===== src/rtl/bus_ctl_pkg.sv =====
package bus_ctl_pkg;
  localparam int unsigned ADDR_W   = 16;
  localparam int unsigned PAGE_W   = 8;
  localparam logic [PAGE_W-1:0] IO_PAGE = 8'hFE;
  localparam int unsigned CTL_BITS = 3;

  typedef enum logic [1:0] {
    SUB_CARD = 2'b00,
    SUB_MAP  = 2'b01,
    SUB_VID0 = 2'b10,
    SUB_VID1 = 2'b11
  } sub_e;

  typedef struct packed {
    logic rom;
    logic ram;
    logic card;
    logic map;
    logic vid_rd;
    logic vid_wr;
  } mem_sel_t;
endpackage


===== src/rtl/ctl_latch.sv =====
module ctl_latch #(
  parameter int unsigned WIDTH = 8,
  localparam int unsigned IDX_W = $clog2(WIDTH)
) (
  input  logic             clk_i,
  input  logic             rst_ni,
  input  logic             wen_i,
  input  logic [IDX_W-1:0] idx_i,
  input  logic             data_i,
  output logic [WIDTH-1:0] q_o
);
  logic [WIDTH-1:0] q_q;

  for (genvar g = 0; g < WIDTH; g++) begin : g_bit
    always_ff @(posedge clk_i or negedge rst_ni) begin
      if (!rst_ni)                                   q_q[g] <= 1'b0;
      else if (wen_i && idx_i == IDX_W'(g))          q_q[g] <= data_i;
    end
  end

  assign q_o = q_q;

  assert_hold_R2: assert property (@(posedge clk_i) disable iff (!rst_ni)
    !wen_i |=> $stable(q_q));
  assert_single_bit_R2: assert property (@(posedge clk_i) disable iff (!rst_ni)
    wen_i |=> $countones(q_q ^ $past(q_q)) <= 1);
  assert_bit_lands_R2: assert property (@(posedge clk_i) disable iff (!rst_ni)
    wen_i |=> q_q[$past(idx_i)] == $past(data_i));
endmodule


===== src/rtl/io_decode.sv =====
module io_decode
  import bus_ctl_pkg::*;
#(
  parameter int unsigned LATCH_W = 8,
  localparam int unsigned IDX_W = $clog2(LATCH_W)
) (
  input  logic              clk_i,
  input  logic              rst_ni,
  input  logic [ADDR_W-1:6] addr_hi_i,
  input  logic [IDX_W:1]    addr_bit_i,
  input  logic              mem_cycle_i,
  input  logic              io_wr_i,
  input  logic              user_i,
  output logic              ser_sel_o,
  output logic              latch_wen_o,
  output logic [IDX_W-1:0]  latch_idx_o
);
  logic low_block;  // bit addresses 0x0000-0x007F
  assign low_block = (addr_hi_i[ADDR_W-1:7] == '0) && !mem_cycle_i;

  assign ser_sel_o   = low_block && !addr_hi_i[6] && !user_i;
  // latch stays writable in user mode
  assign latch_wen_o = low_block && addr_hi_i[6] && io_wr_i;
  assign latch_idx_o = addr_bit_i;

  assert_ser_io_only_R8: assert property (@(posedge clk_i) disable iff (!rst_ni)
    ser_sel_o |-> !mem_cycle_i && !latch_wen_o);
  assert_ser_user_R9: assert property (@(posedge clk_i) disable iff (!rst_ni)
    user_i |-> !ser_sel_o);
endmodule


===== src/rtl/mem_decode.sv =====
module mem_decode
  import bus_ctl_pkg::*;
(
  input  logic              clk_i,
  input  logic              rst_ni,
  input  logic [ADDR_W-1:6] addr_hi_i,
  input  logic              mem_cycle_i,
  input  logic              rd_i,
  input  logic              wr_i,
  input  logic              rom_off_i,
  input  logic              user_i,
  input  logic              protect_i,
  output mem_sel_t          sel_o,
  output logic              ram_we_o,
  output logic              wait_req_o
);
  logic low_half, io_page, priv_ok;
  sub_e sub;

  assign low_half = !addr_hi_i[ADDR_W-1];
  assign io_page  = addr_hi_i[ADDR_W-1 -: PAGE_W] == IO_PAGE;
  assign sub      = sub_e'(addr_hi_i[7:6]);
  assign priv_ok  = mem_cycle_i && io_page && !user_i;

  always_comb begin
    sel_o        = '0;
    sel_o.rom    = mem_cycle_i && low_half && !rom_off_i && !wr_i;
    // writes under an enabled ROM land in RAM
    sel_o.ram    = mem_cycle_i && (low_half ? (rom_off_i || wr_i) : !io_page);
    sel_o.card   = priv_ok && sub == SUB_CARD;
    sel_o.map    = priv_ok && sub == SUB_MAP;
    sel_o.vid_rd = priv_ok && addr_hi_i[7] && rd_i;
    sel_o.vid_wr = priv_ok && addr_hi_i[7] && wr_i;
  end

  assign ram_we_o   = wr_i && !(protect_i && user_i);
  assign wait_req_o = sel_o.rom || sel_o.card;

  assert_one_target_R6: assert property (@(posedge clk_i) disable iff (!rst_ni)
    $onehot0({sel_o.rom, sel_o.ram, sel_o.card, sel_o.map, sel_o.vid_rd | sel_o.vid_wr}));
  assert_rom_region_R4: assert property (@(posedge clk_i) disable iff (!rst_ni)
    sel_o.rom |-> mem_cycle_i && low_half && !rom_off_i);
  assert_user_block_R9: assert property (@(posedge clk_i) disable iff (!rst_ni)
    user_i |-> !(sel_o.card || sel_o.map || sel_o.vid_rd || sel_o.vid_wr));
  assert_protect_R10: assert property (@(posedge clk_i) disable iff (!rst_ni)
    (protect_i && user_i) |-> !ram_we_o);
  assert_wait_src_R11: assert property (@(posedge clk_i) disable iff (!rst_ni)
    wait_req_o |-> mem_cycle_i && (low_half || io_page));
endmodule


===== src/rtl/bus_ctl_decoder.sv =====
module bus_ctl_decoder
  import bus_ctl_pkg::*;
#(
  parameter int unsigned LATCH_W = 8,
  localparam int unsigned IDX_W   = $clog2(LATCH_W),
  localparam int unsigned SPARE_W = LATCH_W - CTL_BITS
) (
  input  logic               clk_i,
  input  logic               rst_ni,
  input  logic [ADDR_W-1:0]  addr_i,
  input  logic               mem_cycle_i,
  input  logic               rd_i,
  input  logic               wr_i,
  input  logic               io_wr_i,
  input  logic               io_data_i,
  input  logic               protect_i,
  output logic               rom_sel_o,
  output logic               ram_sel_o,
  output logic               card_sel_o,
  output logic               map_sel_o,
  output logic               ser_sel_o,
  output logic               vid_rd_o,
  output logic               vid_wr_o,
  output logic               ram_we_o,
  output logic               wait_req_o,
  output logic               rom_off_o,
  output logic               map_en_o,
  output logic               user_o,
  output logic [SPARE_W-1:0] spare_o
);
  logic [LATCH_W-1:0] ctl_q;
  logic               latch_wen;
  logic [IDX_W-1:0]   latch_idx;
  mem_sel_t           msel;
  logic               addr_unused;

  assign addr_unused = ^{addr_i[5:IDX_W+1], addr_i[0]};

  io_decode #(.LATCH_W(LATCH_W)) u_io (
    .clk_i       (clk_i),
    .rst_ni      (rst_ni),
    .addr_hi_i   (addr_i[ADDR_W-1:6]),
    .addr_bit_i  (addr_i[IDX_W:1]),
    .mem_cycle_i (mem_cycle_i),
    .io_wr_i     (io_wr_i),
    .user_i      (user_o),
    .ser_sel_o   (ser_sel_o),
    .latch_wen_o (latch_wen),
    .latch_idx_o (latch_idx)
  );

  ctl_latch #(.WIDTH(LATCH_W)) u_latch (
    .clk_i  (clk_i),
    .rst_ni (rst_ni),
    .wen_i  (latch_wen),
    .idx_i  (latch_idx),
    .data_i (io_data_i),
    .q_o    (ctl_q)
  );

  assign rom_off_o = ctl_q[0];
  assign map_en_o  = ctl_q[1];
  assign user_o    = ctl_q[2];
  assign spare_o   = ctl_q[LATCH_W-1:CTL_BITS];

  mem_decode u_mem (
    .clk_i       (clk_i),
    .rst_ni      (rst_ni),
    .addr_hi_i   (addr_i[ADDR_W-1:6]),
    .mem_cycle_i (mem_cycle_i),
    .rd_i        (rd_i),
    .wr_i        (wr_i),
    .rom_off_i   (rom_off_o),
    .user_i      (user_o),
    .protect_i   (protect_i),
    .sel_o       (msel),
    .ram_we_o    (ram_we_o),
    .wait_req_o  (wait_req_o)
  );

  assign rom_sel_o  = msel.rom;
  assign ram_sel_o  = msel.ram;
  assign card_sel_o = msel.card;
  assign map_sel_o  = msel.map;
  assign vid_rd_o   = msel.vid_rd;
  assign vid_wr_o   = msel.vid_wr;

  assert_reset_clear_R1: assert property (@(posedge clk_i)
    !rst_ni |-> ctl_q == '0);
endmodule


===== config.mk =====
export PLATFORM = sky130hd
export DESIGN_NAME = bus_ctl_decoder
export DESIGN_NICKNAME = d
export VERILOG_FILES = /design/src/rtl/bus_ctl_pkg.sv /design/src/rtl/ctl_latch.sv /design/src/rtl/io_decode.sv /design/src/rtl/mem_decode.sv /design/src/rtl/bus_ctl_decoder.sv
export SDC_FILE = /design/constraint.sdc
export NUM_CORES = 1
export LEC_CHECK = 0
export BUFFER_PORTS_ARGS = -buffer_cell sky130_fd_sc_hd__buf_2
export CAP_MARGIN = 20
export CORE_UTILIZATION = 34
export CTS_BUF_LIST = sky130_fd_sc_hd__clkbuf_16
export CTS_CLUSTER_DIAMETER = 60
export CTS_CLUSTER_SIZE = 16
export DETAILED_ROUTE_END_ITERATION = 7
export HOLD_SLACK_MARGIN = 0.08
export PLACE_DENSITY = 0.73
export SLEW_MARGIN = 20
export SYNTH_ARGS = -nofsm -noshare
export SYNTH_HDL_FRONTEND = slang
export SYNTH_SLANG_ARGS = --single-unit

===== constraint.sdc =====
create_clock -name clk_i -period 1.3 [get_ports clk_i]
set_clock_uncertainty 0.15 [all_clocks]
set_input_delay 0.26 -clock clk_i [delete_from_list [all_inputs] [get_ports clk_i]]
set_output_delay 0.26 -clock clk_i [all_outputs]
set_load 0.005 [all_outputs]

==> flow_summary.html, run 1 <==
<table>
<tr><th>Metric</th><th>Value</th></tr>
<tr><th colspan="2">Floorplan</th></tr>
<tr><td>Standard-cell rows</td><td>14</td></tr>
<tr><td>Core Box Area</td><td>between 0.0015 and 0.002 mm²</td></tr>
<tr><td>Top-Level Pins</td><td>41</td></tr>
<tr><td>Die width</td><td>42.01 µm</td></tr>
<tr><td>Full die area</td><td>between 0.0015 and 0.002 mm²</td></tr>
<tr><td>Starting density of the core</td><td>a little over a third</td></tr>
<tr><td>Y dimension of the die</td><td>about 42 µm</td></tr>
<tr><th colspan="2">Clocking</th></tr>
<tr><td>H-tree levels</td><td>1</td></tr>
<tr><td>Clock tree from TritonCTS</td><td>yes</td></tr>
<tr><td>Clock slew at the register clock pins of the worst setup and hold paths</td><td>around 30 ps</td></tr>
<tr><td>Clock Sinks</td><td>8</td></tr>
<tr><td>CTS Buffer Depth</td><td>2</td></tr>
<tr><td>Number of buffers created by CTS</td><td>3</td></tr>
<tr><td>CTS Root Buffer Type</td><td>sky130_fd_sc_hd__clkbuf_16</td></tr>
<tr><td>Later-pin clock latency in the skew report</td><td>~230 ps</td></tr>
<tr><th colspan="2">Yosys</th></tr>
<tr><td>Synthesized instance count</td><td>48</td></tr>
<tr><td>Multiplexer share of the synthesized area</td><td>16.55%</td></tr>
<tr><td>Simple-gate area share of the yosys netlist</td><td>43.91%</td></tr>
<tr><td>Leading post-synthesis cells by cell area</td><td>sky130_fd_sc_hd__dfrtp_1, sky130_fd_sc_hd__mux2_1, sky130_fd_sc_hd__nand4_1</td></tr>
<tr><td>Proportion of netlist area held by the largest area contributor</td><td>a little under two fifths</td></tr>
<tr><td>Count of different cell masters after synthesis</td><td>18</td></tr>
<tr><td>Avg Cell Area, Syn</td><td>~11 µm²</td></tr>
<tr><td>Synthesized Nets</td><td>just over 70</td></tr>
<tr><td>Cell Area, Synth</td><td>~540 µm²</td></tr>
<tr><td>Flop and latch count out of synthesis</td><td>8</td></tr>
<tr><td>Cell type contributing the most total cell area after synthesis</td><td>sky130_fd_sc_hd__dfrtp_1</td></tr>
<tr><td>Fraction of the mapped netlist area in compound gates</td><td>under 10%</td></tr>
<tr><td>Synthesis warning total</td><td>0</td></tr>
<tr><td>Synth Area in Adders</td><td>0%</td></tr>
<tr><td>Fraction of the yosys area taken by sequential cells</td><td>a little under two fifths</td></tr>
<tr><td>XOR/XNOR share of the synthesized area</td><td>0%</td></tr>
<tr><td>Dominant combinational cell family by area after synthesis</td><td>simple AND/OR/NAND/NOR gates</td></tr>
<tr><th colspan="2">Min path</th></tr>
<tr><td>Number of cells on the worst hold path</td><td>2</td></tr>
<tr><td>Worst min-delay path endpoint</td><td>u_latch.q_o[2]</td></tr>
<tr><td>Origin of the worst min-delay path</td><td>io_data_i</td></tr>
<tr><td>Worst hold path class</td><td>in -&gt; reg</td></tr>
<tr><th colspan="2">Route</th></tr>
<tr><td>Final wirelength</td><td>between 1.5 and 2 mm</td></tr>
<tr><td>First-pass iteration count of the detailed router</td><td>4</td></tr>
<tr><td>Wire length per cell</td><td>14.17 µm</td></tr>
<tr><td>Number of remaining DRC errors</td><td>0</td></tr>
<tr><td>Drt initial violations</td><td>4</td></tr>
<tr><td>Vias after detailed routing</td><td>~600</td></tr>
<tr><td>Remaining antenna violation count after routing</td><td>0</td></tr>
<tr><td>Via density per instance</td><td>slightly above 5</td></tr>
<tr><th colspan="2">GRT</th></tr>
<tr><td>Vias in the first global route</td><td>roughly 600</td></tr>
<tr><td>Wire length of the first global-routing pass</td><td>around 2.7 mm</td></tr>
<tr><td>All-layer global routing usage</td><td>~20%</td></tr>
<tr><td>Remaining Overflow, GRT</td><td>0</td></tr>
<tr><td>Antenna violations before repair</td><td>0</td></tr>
<tr><td>Maximum number of pins on one net before global-route repair</td><td>9</td></tr>
<tr><th colspan="2">Cells and area</th></tr>
<tr><td>Flip-flop count of the largest register after layout</td><td>8</td></tr>
<tr><td>Area growth from synthesis to final layout</td><td>93.10%</td></tr>
<tr><td>Fraction of layout instances using a drive strength above 1</td><td>roughly 69%</td></tr>
<tr><td>Nets</td><td>~130</td></tr>
<tr><td>Fraction of the core area covered by cells at the end of the flow</td><td>69.77%</td></tr>
<tr><td>Antenna fix cells</td><td>0</td></tr>
<tr><td>Fill cell instance count of the final layout</td><td>between 100 and 150</td></tr>
<tr><th colspan="2">Run status</th></tr>
<tr><td>Violated checks</td><td>negative setup slack</td></tr>
<tr><td>Outcome</td><td>finished with violations</td></tr>
<tr><th colspan="2">Critical path</th></tr>
<tr><td>R2r endpoint</td><td>u_latch.q_o[2]</td></tr>
<tr><td>Required time at the endpoint of the critical path</td><td>~890 ps</td></tr>
<tr><td>Startpoint type of the worst setup path</td><td>register</td></tr>
<tr><td>Classification of the worst setup path</td><td>reg -&gt; out</td></tr>
<tr><td>Endpoint kind of the worst setup timing path</td><td>output pin</td></tr>
<tr><td>RR Startpoint</td><td>u_latch.q_o[2]</td></tr>
<tr><td>Worst-path fanout max</td><td>4</td></tr>
<tr><td>Register-to-Register Path Depth</td><td>3</td></tr>
<tr><td>Arr. time, crit path</td><td>~1300 ps</td></tr>
<tr><td>Reg-to-reg setup timing slack</td><td>90 ps</td></tr>
<tr><th colspan="2">Timing</th></tr>
<tr><td>Hold Violations, Final</td><td>0</td></tr>
<tr><td>Final period util</td><td>130.3%</td></tr>
<tr><td>Worst rel slew slack</td><td>77.86%</td></tr>
<tr><td>Max Freq</td><td>590.5 MHz</td></tr>
<tr><td>RSZ-0062 raised after global routing</td><td>yes</td></tr>
<tr><td>Max Slew Vio Count</td><td>0</td></tr>
<tr><td>Slew @ Worst Pin</td><td>329.0 ps</td></tr>
<tr><td>Endpoints failing setup</td><td>18</td></tr>
<tr><td>Final critical delay including setup and external delays</td><td>roughly 1700 ps</td></tr>
<tr><td>Hold Slack</td><td>226.5 ps</td></tr>
<tr><td>Smallest setup slack after layout</td><td>-393.5 ps</td></tr>
<tr><th colspan="2">Power and ir drop</th></tr>
<tr><td>Pwr/cell area</td><td>approximately 850 mW/mm²</td></tr>
<tr><td>Static power due to leakage</td><td>0.5574 nW</td></tr>
<tr><td>Peak supply drop</td><td>0.0009120 V</td></tr>
<tr><th colspan="2">Placement</th></tr>
<tr><td>Detailed-placement wirelength estimate</td><td>approximately 1.1 mm</td></tr>
<tr><td>Buffers on Ports</td><td>37</td></tr>
<tr><td>Weighted congestion reported at the end of routability-driven placement</td><td>between 0.7 and 0.8</td></tr>
<tr><th colspan="2">Job</th></tr>
<tr><td>Number of max-cap violations</td><td>0</td></tr>
</table>
synthesized netlist by cell type:
cell type                  number
sky130_fd_sc_hd__nor4_4         2
sky130_fd_sc_hd__nand4_1        9
sky130_fd_sc_hd__nor4b_1        2
sky130_fd_sc_hd__and4_2         1
sky130_fd_sc_hd__nor4_1         1
sky130_fd_sc_hd__nor4bb_1       1
sky130_fd_sc_hd__nor2_1         3
sky130_fd_sc_hd__mux2_1         8
sky130_fd_sc_hd__dfrtp_1        8
sky130_fd_sc_hd__a21boi_0       1
sky130_fd_sc_hd__and3b_1        2
sky130_fd_sc_hd__and3_1         3
sky130_fd_sc_hd__nand4b_1       1
sky130_fd_sc_hd__and2_1         2
sky130_fd_sc_hd__nor3_1         1
sky130_fd_sc_hd__nor4b_2        1
sky130_fd_sc_hd__a21o_1         1
sky130_fd_sc_hd__nor3b_1        1
how the worst max path moves through the flow:
stage	from	endpoint	slack [ps]
floorplan	addr_i[13]	u_latch.q_o[5]	-100
global placement	addr_i[13]	u_latch.q_o[5]	-290
detailed placement	addr_i[8]	vid_wr_o	-310
CTS	addr_i[8]	vid_wr_o	-370
global route	u_latch.q_o[2]	map_sel_o	-460
finish	u_latch.q_o[2]	ser_sel_o	-390
routing by layer:
metal,part of all wire (%),global-route usage [%],vias up
met4,0.91,6.250,0
li1,-,-,303
met1,44,24.93,266
met5,0,0,-
met2,49,34.38,32
met3,6.3,2.155,2
cell families (layout without fill, tap and decap cells):
group | after synthesis | after routing
buf+inv | 0 | 52
mux | 8 | 8
flops | 8 | 8
simple gates | 30 | 30
compound gates | 2 | 2
critical path, stage by stage (launching register included):
cell,delay [ps]
sky130_fd_sc_hd__dfrtp_1,390
sky130_fd_sc_hd__buf_4,140
sky130_fd_sc_hd__buf_6,120
sky130_fd_sc_hd__nor2_1,70
sky130_fd_sc_hd__and4_2,220
sky130_fd_sc_hd__buf_2,110
timing repair:
item                                    in CTS  in global routing
pin swaps                                   16                 13
endpoints found under the setup margin      18                 19
gates resized for setup                     26                  4
hold buffers                                 1                  0
setup buffers                                1                  1
hold endpoints to repair                     8                  0
final cells by class:
type	instances	area [µm²]	area share (%)
flip-flops and latches	8	200.2	19.05
multi-input cells	40	412.9	39.29
repair buffers	49	342.8	32.62
clock buffers	3	75.07	7.143
well taps	16	20.02	1.905
per-stage QoR:
step / cell area (µm²) / std cells / setup WS (ps) / TNS [ps] / total power, W
after floorplan: 553.0 / 48 / -102.0 / -1125 / 0.0002815
after global placement: 833.3 / 111 / -295.0 / -3925 / 0.0003586
after detailed placement: 833.3 / 111 / -312.6 / -4085 / 0.0003609
after CTS: 1026 / 115 / -369.6 / -2589 / 0.0008980
after global routing: 1051 / 116 / -459.7 / -4166 / 0.0009295
final: 1051 / 116 / -393.5 / -3190 / 0.0008904
power breakdown:
part	leakage, nW	switching (W)	internal (W)	total [W]
Clock	0.0370	0.000107	0.000395	0.000502
Sequential	0.112	0.000000197	0.000251	0.000251
Combinational	0.409	0.0000613	0.0000757	0.000137
layout by cell type, fill, tap and decap left out, types with 3 or more instances in the layout:
cell	Yosys	routed
sky130_fd_sc_hd__and3_1	3	3
sky130_fd_sc_hd__dfrtp_1	8	8
sky130_fd_sc_hd__buf_2	0	29
sky130_fd_sc_hd__mux2_4	0	6
sky130_fd_sc_hd__buf_6	0	8
sky130_fd_sc_hd__clkbuf_16	0	3
sky130_fd_sc_hd__buf_4	0	9
sky130_fd_sc_hd__nand4_1	9	9
(Power assumes the default switching activity.)
==> inputs of run 2 (changes only) <==
--- a/config.mk
+++ b/config.mk
@@ -7,13 +7,13 @@
 export LEC_CHECK = 0
 export BUFFER_PORTS_ARGS = -buffer_cell sky130_fd_sc_hd__buf_2
 export CAP_MARGIN = 20
-export CORE_UTILIZATION = 34
+export CORE_UTILIZATION = 38
 export CTS_BUF_LIST = sky130_fd_sc_hd__clkbuf_16
 export CTS_CLUSTER_DIAMETER = 60
 export CTS_CLUSTER_SIZE = 16
 export DETAILED_ROUTE_END_ITERATION = 7
 export HOLD_SLACK_MARGIN = 0.08
-export PLACE_DENSITY = 0.73
+export PLACE_DENSITY = 0.77
 export SLEW_MARGIN = 20
 export SYNTH_ARGS = -nofsm -noshare
 export SYNTH_HDL_FRONTEND = slang
==> constraint.sdc (replaced) <==
create_clock -name clk_i -period 1.6 [get_ports clk_i]
set_clock_uncertainty 0.15 [all_clocks]
set_input_delay 0.32 -clock clk_i [delete_from_list [all_inputs] [get_ports clk_i]]
set_output_delay 0.32 -clock clk_i [all_outputs]
set_load 0.005 [all_outputs]
==> flow_summary.html, run 2 (same netlist as run 1, synthesis figures left out) <==
<table>
<tr><th>Metric</th><th>Value</th></tr>
<tr><th colspan="2">Min path</th></tr>
<tr><td>Number of cells on the worst hold path</td><td>2 (unchanged)</td></tr>
<tr><td>Worst hold path class</td><td>in -&gt; reg</td></tr>
<tr><td>Origin of the worst min-delay path</td><td>io_data_i</td></tr>
<tr><th colspan="2">Cells and area</th></tr>
<tr><td>Nets</td><td>126 (unchanged)</td></tr>
<tr><td>Fraction of layout instances using a drive strength above 1</td><td>61.00% (-8.0 points)</td></tr>
<tr><td>Commonest cells after routing, fill and taps aside</td><td>sky130_fd_sc_hd__buf_2, sky130_fd_sc_hd__buf_4, sky130_fd_sc_hd__nand4_1</td></tr>
<tr><td>Antenna fix cells</td><td>0 (unchanged)</td></tr>
<tr><td>Area growth from synthesis to final layout</td><td>75.63%</td></tr>
<tr><td>Flip-flop count of the largest register after layout</td><td>8 (unchanged)</td></tr>
<tr><td>Most common library cell in the layout ignoring fill and taps</td><td>sky130_fd_sc_hd__buf_2</td></tr>
<tr><th colspan="2">Clocking</th></tr>
<tr><td>Clock Sinks</td><td>8 (unchanged)</td></tr>
<tr><td>Later-pin clock latency in the skew report</td><td>230 ps (about the same)</td></tr>
<tr><td>H-tree levels</td><td>1 (unchanged)</td></tr>
<tr><td>Number of buffers created by CTS</td><td>3 (unchanged)</td></tr>
<tr><td>CTS Root Buffer Type</td><td>sky130_fd_sc_hd__clkbuf_16</td></tr>
<tr><td>Clock slew at the register clock pins of the worst setup and hold paths</td><td>40 ps (about the same)</td></tr>
<tr><td>CTS Buffer Depth</td><td>2 (unchanged)</td></tr>
<tr><td>Clock tree from TritonCTS</td><td>yes</td></tr>
<tr><td>Number of buffers inserted to repair setup after CTS</td><td>0 (-1)</td></tr>
<tr><th colspan="2">Critical path</th></tr>
<tr><td>Start point of the critical path</td><td>addr_i[8]</td></tr>
<tr><td>Required time at the endpoint of the critical path</td><td>1130 ps (+240 ps)</td></tr>
<tr><td>Startpoint type of the worst setup path</td><td>input port</td></tr>
<tr><td>Arr. time, crit path</td><td>1350 ps (+70 ps)</td></tr>
<tr><td>Max stage delay on crit path</td><td>290 ps (-100 ps)</td></tr>
<tr><td>List of cells traversed by the critical path</td><td>buf_6 -&gt; nand4b_1 -&gt; nor4b_2 -&gt; buf_4 -&gt; and3b_1 -&gt; buf_2</td></tr>
<tr><td>Classification of the worst setup path</td><td>in -&gt; out</td></tr>
<tr><td>RR Startpoint</td><td>u_latch.q_o[2]</td></tr>
<tr><td>Register-to-Register Path Depth</td><td>2 (-1)</td></tr>
<tr><td>Slowest CP cell</td><td>sky130_fd_sc_hd__nor4b_2</td></tr>
<tr><td>Endpoint kind of the worst setup timing path</td><td>output pin</td></tr>
<tr><td>Worst-path fanout max</td><td>5 (+1)</td></tr>
<tr><th colspan="2">Timing</th></tr>
<tr><td>Max Slew Vio Count</td><td>0 (unchanged)</td></tr>
<tr><td>Max Freq</td><td>549.2 MHz</td></tr>
<tr><td>Worst rel slew slack</td><td>72.12% (-5.7 points)</td></tr>
<tr><td>Hold Slack</td><td>251.6 ps (+25.17 ps)</td></tr>
<tr><td>Smallest setup slack after layout</td><td>-220.8 ps (+172.8 ps)</td></tr>
<tr><td>Endpoints failing setup</td><td>6 (-12)</td></tr>
<tr><td>Hold Violations, Final</td><td>0 (unchanged)</td></tr>
<tr><td>Slew @ Worst Pin</td><td>412.4 ps (+83.37 ps)</td></tr>
<tr><td>Final critical delay including setup and external delays</td><td>1821 ps</td></tr>
<tr><td>Final period util</td><td>113.8%</td></tr>
<tr><td>RSZ-0062 raised after global routing</td><td>yes</td></tr>
<tr><th colspan="2">Floorplan</th></tr>
<tr><td>Standard-cell rows</td><td>13 (-1)</td></tr>
<tr><td>Starting density of the core</td><td>41.31% (+5.2 points)</td></tr>
<tr><td>Full die area</td><td>0.001588 mm² (-10%)</td></tr>
<tr><td>Die width</td><td>39.85 µm (-5.2%)</td></tr>
<tr><td>Y dimension of the die</td><td>39.85 µm (-5.2%)</td></tr>
<tr><td>Top-Level Pins</td><td>41 (unchanged)</td></tr>
<tr><td>Core Box Area</td><td>0.001318 mm² (-13%)</td></tr>
<tr><th colspan="2">Route</th></tr>
<tr><td>Remaining antenna violation count after routing</td><td>0 (unchanged)</td></tr>
<tr><td>Vias after detailed routing</td><td>628 (+4.1%)</td></tr>
<tr><td>First-pass iteration count of the detailed router</td><td>4 (unchanged)</td></tr>
<tr><td>Final wirelength</td><td>1.539 mm (-6.4%)</td></tr>
<tr><td>Number of remaining DRC errors</td><td>0 (unchanged)</td></tr>
<tr><td>Wire length per cell</td><td>13.38 µm (-5.6%)</td></tr>
<tr><td>Via density per instance</td><td>5.461 (+5.1%)</td></tr>
<tr><td>Drt initial violations</td><td>8 (+4)</td></tr>
<tr><th colspan="2">Run status</th></tr>
<tr><td>Outcome</td><td>finished with violations</td></tr>
<tr><td>Violated checks</td><td>negative setup slack</td></tr>
<tr><th colspan="2">GRT</th></tr>
<tr><td>Wire length of the first global-routing pass</td><td>2.125 mm (-21%)</td></tr>
<tr><td>Remaining Overflow, GRT</td><td>0 (unchanged)</td></tr>
<tr><td>Maximum number of pins on one net before global-route repair</td><td>9 (unchanged)</td></tr>
<tr><td>All-layer global routing usage</td><td>20.19% (+0.68 points)</td></tr>
<tr><td>Vias in the first global route</td><td>531 (-11%)</td></tr>
<tr><td>Antenna violations before repair</td><td>0 (unchanged)</td></tr>
<tr><th colspan="2">Power and ir drop</th></tr>
<tr><td>Peak supply drop</td><td>0.0006084 V (-33%)</td></tr>
<tr><td>Pwr/cell area</td><td>742.3 mW/mm² (-12%)</td></tr>
<tr><td>Total design power</td><td>0.0007095 W (-20%)</td></tr>
<tr><td>Static power due to leakage</td><td>0.5189 nW (-6.9%)</td></tr>
<tr><th colspan="2">Placement</th></tr>
<tr><td>Detailed-placement wirelength estimate</td><td>1.232 mm (+9.2%)</td></tr>
<tr><td>Buffers on Ports</td><td>37 (unchanged)</td></tr>
<tr><td>Weighted congestion reported at the end of routability-driven placement</td><td>0.8134 (+4.7%)</td></tr>
<tr><td>Worst slack, placed</td><td>-241.1 ps (+71.45 ps)</td></tr>
<tr><th colspan="2">Job</th></tr>
<tr><td>Number of max-cap violations</td><td>0 (unchanged)</td></tr>
</table>
## run 2: cell counts in the layout (fill, tap and decap cells not counted)
Identical to the previous run, type by type.
## run 2: layout make-up
cell class                      count  area [µm²]
Multi-Input combinational cell     40       371.6
Fill cell                         103       361.6
Timing Repair Buffer               49       290.3
Sequential cell                     8       200.2
Clock buffer                        3       75.07
Tap cell                           15       18.77
## run 2: repair_timing
action	4_1_cts	5_1_grt
pin swaps	2	2
gates resized for setup	3	5
setup endpoints to repair	8	10
hold buffers	1	0
endpoints found under the hold margin	8	0
## run 2: per-stage QoR
stage	util, %	TNS (ps)	cell area [µm²]	cells
after floorplan	-	0	544.3	48
after global routing	72.55	-1442	955.9	115
after global placement	63.06	-1951	830.8	111
after CTS	70.56	-1055	929.6	115
after detailed placement	63.06	-2334	830.8	111
final	72.55	-1076	955.9	115
## run 2: power by group
part / internal, W / leakage [nW] / switching, W / total [W]
registers: 0.000204 / 0.112 / 0.000000130 / 0.000204
logic: 0.0000516 / 0.370 / 0.0000469 / 0.0000985
clock network: 0.000321 / 0.0370 / 0.0000860 / 0.000407
total: 0.000577 / 0.519 / 0.000133 / 0.000710
## run 2: worst paths after layout
path | slack, ps | end
max reg2reg | 510 | u_latch.q_o[2]
min | 250 | u_latch.q_o[5]
min in group asynchronous | 320 | u_latch.q_o[6]
max in group asynchronous | 820 | u_latch.q_o[0]
min reg2reg | 330 | u_latch.q_o[1]
max | -220 | map_sel_o
## run 2: worst max-delay path, delay by kind of cell
kind | cells | cell delay (ps)
buffers and inverters | 3 | 370
AND/OR/NAND/NOR | 3 | 650
## run 2: metal layers
| metal | GRT usage [%] | part of all wire (%) | wire length (µm) |
|---|---|---|---|
| met4 | 2.586 | 0 | 0 |
| met3 | 5.114 | 9.0 | 138 |
| met2 | 37.70 | 48 | 741 |
| met5 | 0 | 0 | 0 |
| met1 | 23.08 | 43 | 659 |
==> inputs of run 3 (changes only) <==
--- a/config.mk
+++ b/config.mk
@@ -12,6 +12,7 @@
 export CTS_CLUSTER_DIAMETER = 60
 export CTS_CLUSTER_SIZE = 16
 export DETAILED_ROUTE_END_ITERATION = 7
+export GPL_TIMING_DRIVEN = 0
 export HOLD_SLACK_MARGIN = 0.08
 export PLACE_DENSITY = 0.77
 export SLEW_MARGIN = 20
==> flow_summary.html, run 3 (same netlist as run 1, synthesis figures left out) <==
<table>
<tr><th>Metric</th><th>Value</th></tr>
<tr><th colspan="2">Critical path</th></tr>
<tr><td>Bufs and invs on worst path</td><td>2 (-1)</td></tr>
<tr><td>Classification of the worst setup path</td><td>in -&gt; out</td></tr>
<tr><td>Endpoint kind of the worst setup timing path</td><td>output pin</td></tr>
<tr><td>Crit path max-delay family</td><td>simple AND/OR/NAND/NOR gates</td></tr>
<tr><td>Slowest CP cell</td><td>sky130_fd_sc_hd__nor4b_4</td></tr>
<tr><td>Startpoint type of the worst setup path</td><td>input port</td></tr>
<tr><td>Arr. time, crit path</td><td>1300 ps (-50 ps)</td></tr>
<tr><td>Worst-path fanout max</td><td>5 (unchanged)</td></tr>
<tr><td>Max stage delay on crit path</td><td>410 ps (+120 ps)</td></tr>
<tr><td>Required time at the endpoint of the critical path</td><td>1130 ps (about the same)</td></tr>
<tr><td>List of cells traversed by the critical path</td><td>buf_4 -&gt; nand4_1 -&gt; nor4b_4 -&gt; and3b_1 -&gt; buf_2</td></tr>
<tr><th colspan="2">Power and ir drop</th></tr>
<tr><td>Peak supply drop</td><td>0.001094 V (+80%)</td></tr>
<tr><td>Pwr/cell area</td><td>766.1 mW/mm² (+3.2%)</td></tr>
<tr><td>Static power due to leakage</td><td>0.4921 nW (-5.2%)</td></tr>
<tr><td>Total design power</td><td>0.0006997 W (-1.4%)</td></tr>
<tr><th colspan="2">Route</th></tr>
<tr><td>Remaining antenna violation count after routing</td><td>0 (unchanged)</td></tr>
<tr><td>Wire length per cell</td><td>13.39 µm (about the same)</td></tr>
<tr><td>Via density per instance</td><td>5.486 (+0.46%)</td></tr>
<tr><td>Drt initial violations</td><td>2 (-6)</td></tr>
<tr><td>Final wirelength</td><td>1.460 mm (-5.1%)</td></tr>
<tr><td>Number of remaining DRC errors</td><td>0 (unchanged)</td></tr>
<tr><td>Vias after detailed routing</td><td>598 (-4.8%)</td></tr>
<tr><td>First-pass iteration count of the detailed router</td><td>2 (-2)</td></tr>
<tr><th colspan="2">Timing</th></tr>
<tr><td>Max Slew Vio Count</td><td>0 (unchanged)</td></tr>
<tr><td>Slew @ Worst Pin</td><td>422.5 ps (+10.08 ps)</td></tr>
<tr><td>Max Freq</td><td>565.8 MHz (+3.0%)</td></tr>
<tr><td>Endpoints failing setup</td><td>6 (unchanged)</td></tr>
<tr><td>Worst rel slew slack</td><td>71.44% (-0.68 points)</td></tr>
<tr><td>Hold Slack</td><td>261.8 ps (+10.13 ps)</td></tr>
<tr><td>RSZ-0062 raised after global routing</td><td>yes</td></tr>
<tr><td>Final period util</td><td>110.5% (-3.3 points)</td></tr>
<tr><td>Final critical delay including setup and external delays</td><td>1767 ps (-53.49 ps)</td></tr>
<tr><td>Smallest setup slack after layout</td><td>-167.3 ps (+53.50 ps)</td></tr>
<tr><td>Hold Violations, Final</td><td>0 (unchanged)</td></tr>
<tr><th colspan="2">GRT</th></tr>
<tr><td>Wire length of the first global-routing pass</td><td>1.835 mm (-14%)</td></tr>
<tr><td>Remaining Overflow, GRT</td><td>0 (unchanged)</td></tr>
<tr><td>All-layer global routing usage</td><td>17.67% (-2.5 points)</td></tr>
<tr><td>Maximum number of pins on one net before global-route repair</td><td>9 (unchanged)</td></tr>
<tr><td>Vias in the first global route</td><td>469 (-12%)</td></tr>
<tr><td>Antenna violations before repair</td><td>0 (unchanged)</td></tr>
<tr><th colspan="2">Clocking</th></tr>
<tr><td>CTS Buffer Depth</td><td>2 (unchanged)</td></tr>
<tr><td>Clock tree from TritonCTS</td><td>yes</td></tr>
<tr><td>Clock Sinks</td><td>8 (unchanged)</td></tr>
<tr><td>Later-pin clock latency in the skew report</td><td>230 ps (about the same)</td></tr>
<tr><td>Number of buffers created by CTS</td><td>3 (unchanged)</td></tr>
<tr><td>Clock slew at the register clock pins of the worst setup and hold paths</td><td>30 ps (about the same)</td></tr>
<tr><td>CTS Root Buffer Type</td><td>sky130_fd_sc_hd__clkbuf_16</td></tr>
<tr><td>H-tree levels</td><td>1 (unchanged)</td></tr>
<tr><th colspan="2">Floorplan</th></tr>
<tr><td>Standard-cell rows</td><td>13 (unchanged)</td></tr>
<tr><td>Core Box Area</td><td>0.001318 mm² (unchanged)</td></tr>
<tr><td>Die width</td><td>39.85 µm (unchanged)</td></tr>
<tr><td>Top-Level Pins</td><td>41 (unchanged)</td></tr>
<tr><td>Starting density of the core</td><td>41.31% (unchanged)</td></tr>
<tr><td>Full die area</td><td>0.001588 mm² (unchanged)</td></tr>
<tr><td>Y dimension of the die</td><td>39.85 µm (unchanged)</td></tr>
<tr><th colspan="2">Min path</th></tr>
<tr><td>Worst hold path class</td><td>in -&gt; reg</td></tr>
<tr><th colspan="2">Cells and area</th></tr>
<tr><td>Flip-flop count of the largest register after layout</td><td>8 (unchanged)</td></tr>
<tr><td>Area occupied by multi-input gates</td><td>357.8 µm² (-3.7%)</td></tr>
<tr><td>Nets</td><td>120 (-4.8%)</td></tr>
<tr><td>Fraction of layout instances using a drive strength above 1</td><td>54.26% (-6.7 points)</td></tr>
<tr><td>Fill cell instance count of the final layout</td><td>98 (-4.9%)</td></tr>
<tr><td>Area growth from synthesis to final layout</td><td>67.82%</td></tr>
<tr><td>Number of non-filler instances in the completed layout</td><td>109 (-5.2%)</td></tr>
<tr><td>Commonest cells after routing, fill and taps aside</td><td>sky130_fd_sc_hd__buf_2, sky130_fd_sc_hd__nand4_1, sky130_fd_sc_hd__mux2_1</td></tr>
<tr><td>Antenna fix cells</td><td>0 (unchanged)</td></tr>
<tr><td>Storage element area</td><td>201.4 µm² (+0.62%)</td></tr>
<tr><td>Most common library cell in the layout ignoring fill and taps</td><td>sky130_fd_sc_hd__buf_2</td></tr>
<tr><th colspan="2">Run status</th></tr>
<tr><td>Outcome</td><td>finished with violations</td></tr>
<tr><td>Violated checks</td><td>negative setup slack</td></tr>
<tr><th colspan="2">Placement</th></tr>
<tr><td>Detailed-placement wirelength estimate</td><td>1.030 mm (-16%)</td></tr>
<tr><td>Number of placed cells counting well taps</td><td>100 (-9.9%)</td></tr>
<tr><td>Buffers on Ports</td><td>37 (unchanged)</td></tr>
<tr><td>Weighted congestion reported at the end of routability-driven placement</td><td>0.7173 (-12%)</td></tr>
<tr><th colspan="2">Job</th></tr>
<tr><td>Number of max-cap violations</td><td>0 (unchanged)</td></tr>
</table>
==> run 3: area by class of cell <==
class	instances	area share [%]
clock buffer	3	8.219
multi-input combinational	40	39.18
sequential	8	22.05
tap	15	2.055
timing repair buffer	43	28.49
==> run 3: worst paths after layout <==
| check | from | to | slack (ps) | cells past startpoint |
|---|---|---|---|---|
| setup / recovery | addr_i[11] | map_sel_o | -170 | 5 |
| hold / removal | io_data_i | u_latch.q_o[5] | 260 | 2 |
| setup reg to reg | u_latch.q_o[2] | u_latch.q_o[2] | 480 | 2 |
| hold reg to reg | u_latch.q_o[1] | u_latch.q_o[1] | 330 | 1 |
| max in group asynchronous | rst_ni | u_latch.q_o[2] | 800 | 2 |
| min in group asynchronous | rst_ni | u_latch.q_o[4] | 320 | 2 |
==> run 3: repair_timing <==
item | in CTS | in global routing
pin swaps | 8 | 4
buffers inserted | 3 | 2
resized for setup | 3 | 9
setup endpoints to repair | 6 | 8
endpoints found under the hold margin | 8 | 0
hold buffers | 1 | 0
gates cloned | 0 | 0
==> run 3: worst register-to-register path: cells and delay by family, from the launching register on <==
| kind | cells | cell delay (ps) |
|---|---|---|
| flops | 1 | 410 |
| buf+inv | 1 | 150 |
| mux | 1 | 280 |
==> run 3: metal layers <==
layer  vias up  part of all wire, %  routed length (µm)  GRT usage, %
met2        36                   47                 688         29.10
met3         2                  9.5                 138         6.818
met1       268                   42                 620         19.51
met5         -                    0                   0             0
li1        292                    -                   -             -
met4         0                 0.89                  13         8.621
==> run 3: through the flow <==
step                      util [%]  setup WS (ps)  instance area (µm²)  setup TNS, ps
after floorplan                  -          59.98                544.3              0
after global placement       56.79         -242.0                748.2          -2254
after detailed placement     56.79         -289.2                748.2          -2576
after CTS                    66.19         -169.1                872.1         -798.0
after global routing         69.33         -237.5                913.4          -1136
final                        69.33         -167.3                913.4         -789.0
==> run 3: report_power, final <==
part	leakage [nW]	total, W	internal [W]	switching [W]
clock	0.0370	0.000406	0.000321	0.0000850
combinational	0.345	0.0000899	0.0000462	0.0000436
sequential	0.110	0.000204	0.000204	0.000000154
